==> config.mk <==
export PLATFORM = sky130hd
export DESIGN_NAME = snap_capture_top
export DESIGN_NICKNAME = d
export VERILOG_FILES = /design/src/rtl/snap_pkg.sv /design/src/rtl/snap_bus_if.sv /design/src/rtl/snap_capture_fsm.sv /design/src/rtl/snap_buffer.sv /design/src/rtl/snap_capture_top.sv
export SDC_FILE = /design/constraint.sdc
export NUM_CORES = 2
export LEC_CHECK = 0
export CAP_MARGIN = 20
export CORE_MARGIN = 2
export CORE_UTILIZATION = 25
export DETAILED_ROUTE_END_ITERATION = 10
export SYNTH_ARGS = -nofsm -noshare
export SYNTH_HDL_FRONTEND = slang
export SYNTH_HIERARCHICAL = 1
export SYNTH_SLANG_ARGS = --single-unit
==> constraint.sdc <==
create_clock -name clk -period 9.6 [get_ports clk]
set_input_delay 2.88 -clock clk [delete_from_list [all_inputs] [get_ports clk]]
set_output_delay 2.88 -clock clk [all_outputs]
set_load 0.02 [all_outputs]
==> src/rtl/snap_pkg.sv <==
package snap_pkg;

    typedef enum logic [1:0] {
        CAP_IDLE,
        CAP_ARMED,
        CAP_FILL,
        CAP_DONE
    } cap_state_t;

    typedef enum logic {
        BUS_IDLE,
        BUS_WR_HOLD
    } bus_state_t;

    typedef enum logic [1:0] {
        SEL_ZERO,
        SEL_STAT,
        SEL_BUF
    } rd_sel_t;

endpackage

==> src/rtl/snap_bus_if.sv <==
module snap_bus_if
    import snap_pkg::*;
#(
    parameter int ADDR_W    = 9,
    parameter int DATA_W    = 16,
    parameter int CTRL_ADDR = 0
) (
    input  logic              clk,
    input  logic              rst_n,
    input  logic              cs_n,
    input  logic              rd_n,
    input  logic              wr_n,
    input  logic [ADDR_W-1:0] addr,
    input  logic [DATA_W-1:0] din,
    output logic              rd_active,
    output logic              arm_req
);

    localparam logic [ADDR_W-1:0] CTRL_A = ADDR_W'(CTRL_ADDR);

    bus_state_t state_q, state_d;
    logic       wr_act;
    logic       ctl_unused;

    assign wr_act     = !cs_n && !wr_n;
    assign ctl_unused = ^din[DATA_W-1:1];

    always_ff @(posedge clk or negedge rst_n) begin
        if (!rst_n) state_q <= BUS_IDLE;
        else        state_q <= state_d;
    end

    always_comb begin
        state_d = state_q;
        unique case (state_q)
            BUS_IDLE:    if (wr_act)  state_d = BUS_WR_HOLD;
            BUS_WR_HOLD: if (!wr_act) state_d = BUS_IDLE;
            default:     state_d = BUS_IDLE;
        endcase
    end

    always_comb begin
        rd_active = !cs_n && !rd_n;
        arm_req   = (state_q == BUS_IDLE) && wr_act && (addr == CTRL_A) && din[0];
    end

endmodule

==> src/rtl/snap_capture_fsm.sv <==
module snap_capture_fsm
    import snap_pkg::*;
#(
    parameter  int DEPTH = 64,
    localparam int IDX_W = $clog2(DEPTH)
) (
    input  logic             clk,
    input  logic             rst_n,
    input  logic             arm_req,
    input  logic             smp_valid,
    output logic             wr_en,
    output logic [IDX_W-1:0] wr_idx,
    output logic             st_done,
    output logic             st_armed
);

    localparam logic [IDX_W-1:0] LAST = IDX_W'(DEPTH - 1);

    cap_state_t       state_q, state_d;
    logic [IDX_W-1:0] cnt_q;
    logic             last_hit;

    assign last_hit = (cnt_q == LAST);

    always_ff @(posedge clk or negedge rst_n) begin
        if (!rst_n) state_q <= CAP_IDLE;
        else        state_q <= state_d;
    end

    always_ff @(posedge clk or negedge rst_n) begin
        if (!rst_n)                     cnt_q <= '0;
        else if (state_d == CAP_ARMED)  cnt_q <= '0;
        else if (wr_en)                 cnt_q <= cnt_q + 1'b1;
    end

    always_comb begin
        state_d = state_q;
        unique case (state_q)
            CAP_IDLE:  if (arm_req) state_d = CAP_ARMED;
            CAP_ARMED: if (smp_valid) state_d = last_hit ? CAP_DONE : CAP_FILL;
            CAP_FILL:  if (smp_valid && last_hit) state_d = CAP_DONE;
            CAP_DONE:  if (arm_req) state_d = CAP_ARMED;
            default:   state_d = CAP_IDLE;
        endcase
    end

    always_comb begin
        wr_en    = 1'b0;
        st_done  = 1'b0;
        st_armed = 1'b0;
        unique case (state_q)
            CAP_IDLE:  ;
            CAP_ARMED: begin wr_en = smp_valid; st_armed = 1'b1; end
            CAP_FILL:  begin wr_en = smp_valid; st_armed = 1'b1; end
            CAP_DONE:  st_done = 1'b1;
            default:   ;
        endcase
        wr_idx = cnt_q;
    end

endmodule

==> src/rtl/snap_buffer.sv <==
module snap_buffer #(
    parameter  int DEPTH  = 64,
    parameter  int LANES  = 4,
    parameter  int DATA_W = 16,
    localparam int IDX_W  = $clog2(DEPTH),
    localparam int LANE_W = $clog2(LANES)
) (
    input  logic                    clk,
    input  logic                    wr_en,
    input  logic [IDX_W-1:0]        wr_idx,
    input  logic [LANES*DATA_W-1:0] wr_data,
    input  logic [IDX_W-1:0]        rd_idx,
    input  logic [LANE_W-1:0]       rd_lane,
    output logic [DATA_W-1:0]       rd_word
);

    logic [DATA_W-1:0] lane_rd [LANES];

    for (genvar l = 0; l < LANES; l++) begin : g_lane
        logic [DATA_W-1:0] mem [DEPTH];

        always_ff @(posedge clk) begin
            if (wr_en) mem[wr_idx] <= wr_data[l*DATA_W +: DATA_W];
        end

        assign lane_rd[l] = mem[rd_idx];
    end

    always_ff @(posedge clk) begin
        rd_word <= lane_rd[rd_lane];
    end

endmodule

==> src/rtl/snap_capture_top.sv <==
module snap_capture_top
    import snap_pkg::*;
#(
    parameter int DEPTH     = 64,
    parameter int LANES     = 4,
    parameter int DATA_W    = 16,
    parameter int ADDR_W    = 9,
    parameter int CAP_BASE  = 256,
    parameter int CTRL_ADDR = 0,
    parameter int STAT_ADDR = 1
) (
    input  logic              clk,
    input  logic              rst_n,
    input  logic              smp_valid,
    input  logic [DATA_W-1:0] smp_i,
    input  logic [DATA_W-1:0] smp_q,
    input  logic [DATA_W-1:0] smp_sin,
    input  logic [DATA_W-1:0] smp_cos,
    input  logic [ADDR_W-1:0] bus_addr,
    input  logic [DATA_W-1:0] bus_din,
    input  logic              bus_cs_n,
    input  logic              bus_rd_n,
    input  logic              bus_wr_n,
    output logic [DATA_W-1:0] bus_dout,
    output logic              bus_dout_en
);

    localparam int IDX_W     = $clog2(DEPTH);
    localparam int LANE_W    = $clog2(LANES);
    localparam int CAP_WORDS = DEPTH * LANES;
    localparam logic [ADDR_W-1:0] BASE_A = ADDR_W'(CAP_BASE);
    localparam logic [ADDR_W-1:0] STAT_A = ADDR_W'(STAT_ADDR);

    logic                    rd_active;
    logic                    arm_req;
    logic                    wr_en;
    logic [IDX_W-1:0]        wr_idx;
    logic                    st_done;
    logic                    st_armed;
    logic [LANES*DATA_W-1:0] lane_data;
    logic [ADDR_W-1:0]       cap_off;
    logic                    in_cap;
    logic [IDX_W-1:0]        rd_idx;
    logic [LANE_W-1:0]       rd_lane;
    logic [DATA_W-1:0]       buf_word;
    logic [DATA_W-1:0]       stat_word;
    logic [DATA_W-1:0]       stat_q;
    logic [DATA_W-1:0]       dout_raw;
    rd_sel_t                 sel_d, sel_q;
    logic                    off_unused;

    snap_bus_if #(
        .ADDR_W   (ADDR_W),
        .DATA_W   (DATA_W),
        .CTRL_ADDR(CTRL_ADDR)
    ) u_bus (
        .clk      (clk),
        .rst_n    (rst_n),
        .cs_n     (bus_cs_n),
        .rd_n     (bus_rd_n),
        .wr_n     (bus_wr_n),
        .addr     (bus_addr),
        .din      (bus_din),
        .rd_active(rd_active),
        .arm_req  (arm_req)
    );

    snap_capture_fsm #(
        .DEPTH(DEPTH)
    ) u_fsm (
        .clk      (clk),
        .rst_n    (rst_n),
        .arm_req  (arm_req),
        .smp_valid(smp_valid),
        .wr_en    (wr_en),
        .wr_idx   (wr_idx),
        .st_done  (st_done),
        .st_armed (st_armed)
    );

    assign lane_data = {smp_cos, smp_sin, smp_q, smp_i};

    assign cap_off    = bus_addr - BASE_A;
    assign in_cap     = (bus_addr >= BASE_A) && (32'(cap_off) < CAP_WORDS);
    assign rd_lane    = cap_off[LANE_W-1:0];
    assign rd_idx     = cap_off[LANE_W +: IDX_W];
    assign off_unused = ^cap_off;

    snap_buffer #(
        .DEPTH (DEPTH),
        .LANES (LANES),
        .DATA_W(DATA_W)
    ) u_buf (
        .clk    (clk),
        .wr_en  (wr_en),
        .wr_idx (wr_idx),
        .wr_data(lane_data),
        .rd_idx (rd_idx),
        .rd_lane(rd_lane),
        .rd_word(buf_word)
    );

    always_comb begin
        stat_word    = '0;
        stat_word[0] = st_done;
        stat_word[1] = st_armed;
        if (in_cap)                 sel_d = SEL_BUF;
        else if (bus_addr == STAT_A) sel_d = SEL_STAT;
        else                        sel_d = SEL_ZERO;
    end

    always_ff @(posedge clk or negedge rst_n) begin
        if (!rst_n) begin
            sel_q  <= SEL_ZERO;
            stat_q <= '0;
        end else begin
            sel_q  <= sel_d;
            stat_q <= stat_word;
        end
    end

    always_comb begin
        unique case (sel_q)
            SEL_BUF:  dout_raw = buf_word;
            SEL_STAT: dout_raw = stat_q;
            default:  dout_raw = '0;
        endcase
        bus_dout_en = rd_active;
        bus_dout    = rd_active ? dout_raw : '0;
    end

endmodule

---- Word level (Yosys, flattened, before mapping) ----
Memory sizes are Yosys's and may differ from the RTL's.
Index checks and enable logic that the tools add are counted.
storage, ports and cells
  register bits ........................... 29
  RAM bits ................................ 4096
  bits of input ports ..................... 95
  output and inout port bits .............. 17
  logic and storage cells ................. 60
  memories kept ........................... 4
memories
  memory               words  bits a word  read ports  clocked after memory_dff  wr ports  RTL line           RTL
  u_buf.g_lane[0].mem  64     16           1           0                         1         snap_buffer.sv:20  logic [DATA_W-1:0] mem [DEPTH];
  u_buf.g_lane[1].mem  64     16           1           0                         1         snap_buffer.sv:20
  u_buf.g_lane[2].mem  64     16           1           0                         1         snap_buffer.sv:20
  u_buf.g_lane[3].mem  64     16           1           0                         1         snap_buffer.sv:20
cells by class
  add/sub/neg operators ................... 2
  $lt $le $gt $ge ......................... 3
  equality and inequality tests ........... 8
  muxes and demuxes ....................... 20
  bitwise gates (word level) .............. 2
  reduce and logical (&&, ||, !) cells .... 15
operators by type and width
  cell                                                      count
  two-way mux 16 bit                                        3
  binary-select mux 16 bit (select 2 bit)                   1
  one-hot mux 16 bit (2 select lines)                       1
  two-way mux 6 bit                                         2
  equality test 9 x 1 -> 1 bit, second input constant       1
  greater-or-equal comparator 9 bit, second input constant  1
  zero test 9 bit                                           1
  less-than comparator 9 bit, second input constant         1
  subtractor 9 bit, second input constant                   1
  two-way mux 1 bit                                         8
  two-way mux 2 bit                                         4
  logical AND 1 bit                                         7
  adder 6 x 1 -> 6 bit, second input constant               1
  equality test 2 x 1 -> 1 bit, second input constant       3
  equality test 2 bit, second input constant                3
  equality test 6 bit, second input constant                1
  one-hot mux 2 bit (3 select lines)                        1
  OR reduction 2 bit                                        2
  greater-or-equal comparator 3 bit, second input constant  1
  zero test 1 bit                                           3
  inverter 2 -> 3 bit                                       1
  zero test 2 bit                                           1
  nonzero test 2 bit                                        1
  inverter 1 bit                                            1

---- Depth between registers and ports, before layout ----
  word-level depth ........................ 9
  depth in mapped cells ................... 13
  gate-level depth less buffers ........... 7

---- Hierarchy ----
The synthesis kept the hierarchy.
modules (own cells, without submodules)
  module            instances  cells an instance  area an instance (µm²)  sequential area each (µm²)
  snap_buffer       1          7195               157626.2                123318.3
  snap_capture_fsm  1          49                 495.5                   200.2
  snap_capture_top  1          33                 292.8                   100.1
  snap_bus_if       1          7                  61.3                    25.0

---- Worst setup path before layout ----
OpenSTA, ideal clock, no wires.
  path type ............................... input to register
  start ................................... input smp_valid
  end ..................................... memory u_buf.g_lane[0].mem[40][0], enable pin
  setup time .............................. 646 ps
  arrival ................................. 9728 ps
  required time ........................... 8954 ps
  slack ................................... -775 ps
  cell stages on the path ................. 6
  path buffers ............................ 2
  cell sequence ........................... nand2b_1 -> buf_6 -> inv_1 -> clkbuf_1 -> nand4b_1 -> nor4_1
between the ends
  cells in the longest elaborated chain, start to end .. 3
ends and longest elaborated chain
  item                                     RTL line                RTL
  from (decl)                              snap_capture_top.sv:14  input logic smp_valid,
  two-way mux 1 bit                        snap_capture_fsm.sv:51  unique case (state_q)
  named net wr_en                          snap_capture_top.sv:36  logic wr_en;
  two-way mux 1 bit                        snap_buffer.sv:23       if (wr_en) mem[wr_idx] <= wr_data[l*DATA_W +: DATA_W];
  two-way mux 1 bit (not written as such)  snap_buffer.sv:23
  to (decl)                                snap_buffer.sv:20
The timed path passes the listed nets, and every way through them passes these cells.

---- Worst setup path after layout ----
  start ................................... input bus_cs_n
  end ..................................... output bus_dout[0]
between the ends
  cells in the longest elaborated chain, start to end .. 3
ends and longest elaborated chain
  item                RTL line                 RTL
  from (decl)         snap_capture_top.sv:21   input logic bus_cs_n,
  zero test 1 bit     snap_bus_if.sv:43        rd_active = !cs_n && !rd_n;
  logical AND 1 bit   snap_bus_if.sv:43
  two-way mux 16 bit  snap_capture_top.sv:129  bus_dout = rd_active ? dout_raw : '0;
  to (decl)           snap_capture_top.sv:24   output logic [DATA_W-1:0] bus_dout,
Every way passes these cells.

==> results.md <==
* Leakage at 56.45 nW
* Synthesized flop and latch total at 4,125
* Crit-path most repeated cell: clkdlybuf4s50_1
* Crit Path Class: in -> out
* Clk pin slew, worst setup/hold paths at 0.06 ns
* CTS tree: done
* Total grt overflow at 0
* Status: completed
* Synth warn at 6
* Critical-path cell list: clkdlybuf4s50_1, nor2_2, nand2b_1, nor2_1, clkdlybuf4s50_1
* WL/cell at 28.27 µm
* P_int at 0.02999 W
* Post-synthesis sequential area ratio at 0.7802
* Final Max Tran Viols at 0
* Crit path largest cell delay at 0.74 ns
* Chip width at 800.2 µm
* Tmin final at 8.310 ns
* Peak supply drop at 0.1640 mV
* Post-synth top area share at 0.7761
* # setup viols final at 0
* CP endpoint kind: output pin
* Gr usage total at 0.1395
* Count leader, synth: edfxtp_1
* Sequential share of power at 0.530
* WP data arrival at 5.43 ns
* Clock Tree Root: clkbuf_16
* First-pass GRT wire length at 636,300 µm
* Req. time, crit path at 6.72 ns
* Number of global-route vias before repair at 78.50k
* Fmax at 0.1203 GHz
* Clock Latency Late Sink at 0.97 ns
* Die area at 640,300 µm²
* Post-CTS Hold Fix Bufs at 0
* Syn nets at 7,385
* Routed vias/inst at 4.906
* H-tree depth at 5
* Clock sink count at 4,125
* Max cap viols at 0
* Sw Ratio at 0.2286
* Largest fanout on the critical path at 2
* Post-synth top cells: 4,096 x edfxtp_1, 826 x mux4_2, 555 x mux2i_1, 264 x nor2_1, 237 x o22ai_1
* Syn Area/Cell at 21.76 µm²
* Synth area leader: edfxtp_1
* Initial DRC count at 11.20k
* DRT Pass-1 Iters at 6
* Final count of hold timing violations at 0
* Top post-synthesis cells by area: edfxtp_1 78%, mux4_2 12%, mux2i_1 3.5%
* I/O Pins at 112
* RSZ-0062 raised after global routing: no
* CTS buffer count at 411
* Gate power share at 0.071
* Final HPWL DP at 259,500 µm
* Post-synthesis cell count at 7,284
* Top delay family on crit path: simple AND/OR/NAND/NOR gates
* Main synth FF type: edfxtp_1
* Clock power frac at 0.399
* Port buffer count at 96
* # DRC at 0
* Initial antenna violation count at 70
* Post-CTS sizing at 0
* Crit-path slowest cell: nor2_2
* Distinct cells, synth at 62
* Clock skew at 0.06115 ns
* Sw Pwr at 0.008888 W
* Setup bufs post-CTS at 0
* Clk buf depth at 4
* Slew at the pin closest to its max-slew limit at 1.241 ns
* Die extent in y at 800.2 µm
* Worst Path Buf+Inv at 2
* Initial core utilization at 0.2507
* Pin count of the biggest net entering global routing at 97
* Via count at 80.55k
* Layout Nets at 7,781
* Area Overhead vs Synth at 16.00%
* Post-synth EDFFs at 4,096
* Worst hold path class: reg -> reg
* Routability cong. at 0.7885
* Total Neg Setup Slack at 0 ns
* Layout Utilization at 0.2908
* Row cnt at 292
* Power per cell area at 211.5 nW/µm²
* DRT antenna net count at 0
* Startpoint Class: input pin
* Drt total wl at 464,200 µm
* Worst rel slew slack at 0.1709
* Period utilisation layout at 0.8656
* Share of layout cells above drive strength 1 at 0.2317
* Synth async-reset ratio at 0.003152
* Core area at 632,100 µm²
* Post-Syn Area at 158,500 µm²
power by group through the flow:
stage	Sequential, W	Clock (W)	Combinational [W]
finish	0.0206	0.0155	0.00276
global placement	0.0210	0	0.00269
global route	0.0206	0.0164	0.00288
CTS	0.0206	0.0157	0.00273
detailed placement	0.0210	0	0.00272
floorplan	0.0209	0	0.00146
stage by stage:
stage               worst slack (ns)  hold WS, ns  area, µm²  cells  power, W
finish                         1.290       0.5896     183800  16418   0.03888
global route                   1.310       0.6266     183800  16397   0.03989
CTS                            1.269       0.5891     183300  16369   0.03905
detailed placement             1.285       0.5597     170400  15620   0.02372
global placement               1.271       0.5761     170300  15614   0.02367
floorplan                     0.9852       0.5118     158500   7284   0.02239
cell type report:
cell class                      count  area [µm²]
Fill cell                       61352      448200
Sequential cell                  4125      123600
Multi-Input combinational cell   2723       32790
Clock buffer                      533       10990
Tap cell                         8379       10480
Timing Repair Buffer              409        3971
Clock inverter                    216        1834
Antenna cell                       23       57.56
Inverter                           10       50.05
kinds of logic after synthesis:
kind of cell,Yosys count,synth area share
buf+inv,436,0.01637
mux,1389,0.1530
fa+ha+maj,6,0.0004737
compound gates,682,0.02988
flops,4125,0.7802
simple gates,644,0.01995
xor+xnor,2,0.0001106
registers in the layout (all words and copies together) (netlist names):
register          cells
u_fsm/state_q         2
u_bus/state_q         1
sel_q                 2
u_buf/rd_word        16
u_buf/g_lane.mem   4096
stat_q                2
u_fsm/wr_idx          6
path summary, 6_finish.rpt:
kind                                                 start                                    to  slack, ns  cells past startpoint
worst max-delay path                              bus_cs_n                           bus_dout[0]       1.29                      5
worst min-delay path            u_fsm/state_q[1]$_DFF_PN0_                   stat_q[0]$_DFF_PN0_       0.59                      1
worst min register to register  u_fsm/state_q[1]$_DFF_PN0_                   stat_q[0]$_DFF_PN0_       0.59                      1
worst max register to register  u_fsm/state_q[0]$_DFF_PN0_  u_buf/g_lane[0].mem[31][2]$_DFFE_PP_       5.34                      7
min in group asynchronous                            rst_n                   stat_q[0]$_DFF_PN0_       2.33                      1
max in group asynchronous                            rst_n           u_fsm/wr_idx[0]$_DFFE_PN0P_       6.88                      1
cells in the final DEF, fill, tap and decap left out, drive strengths merged, types with 32 or more instances in the layout:
cell	Yosys	final
a21oi	122	122
clkinv	0	170
o221ai	108	108
mux2i	555	555
nor4	48	48
clkbuf	177	533
buf	249	383
a211oi	47	47
a22oi	48	48
nor3	167	167
a221oi	32	32
nor2	264	264
mux4	826	826
edfxtp	4096	4096
o22ai	237	237
routing by layer:
metal  up-vias  global-route usage  routed length, µm
met2      4323              0.2195             213700
met5         -                   0                205
met4        30             0.04401              15510
met1     43610              0.1939             187600
li1      31781                   -                  -
met3       808             0.02875              47150
No activity file was read; power rests on OpenSTA's default activity.
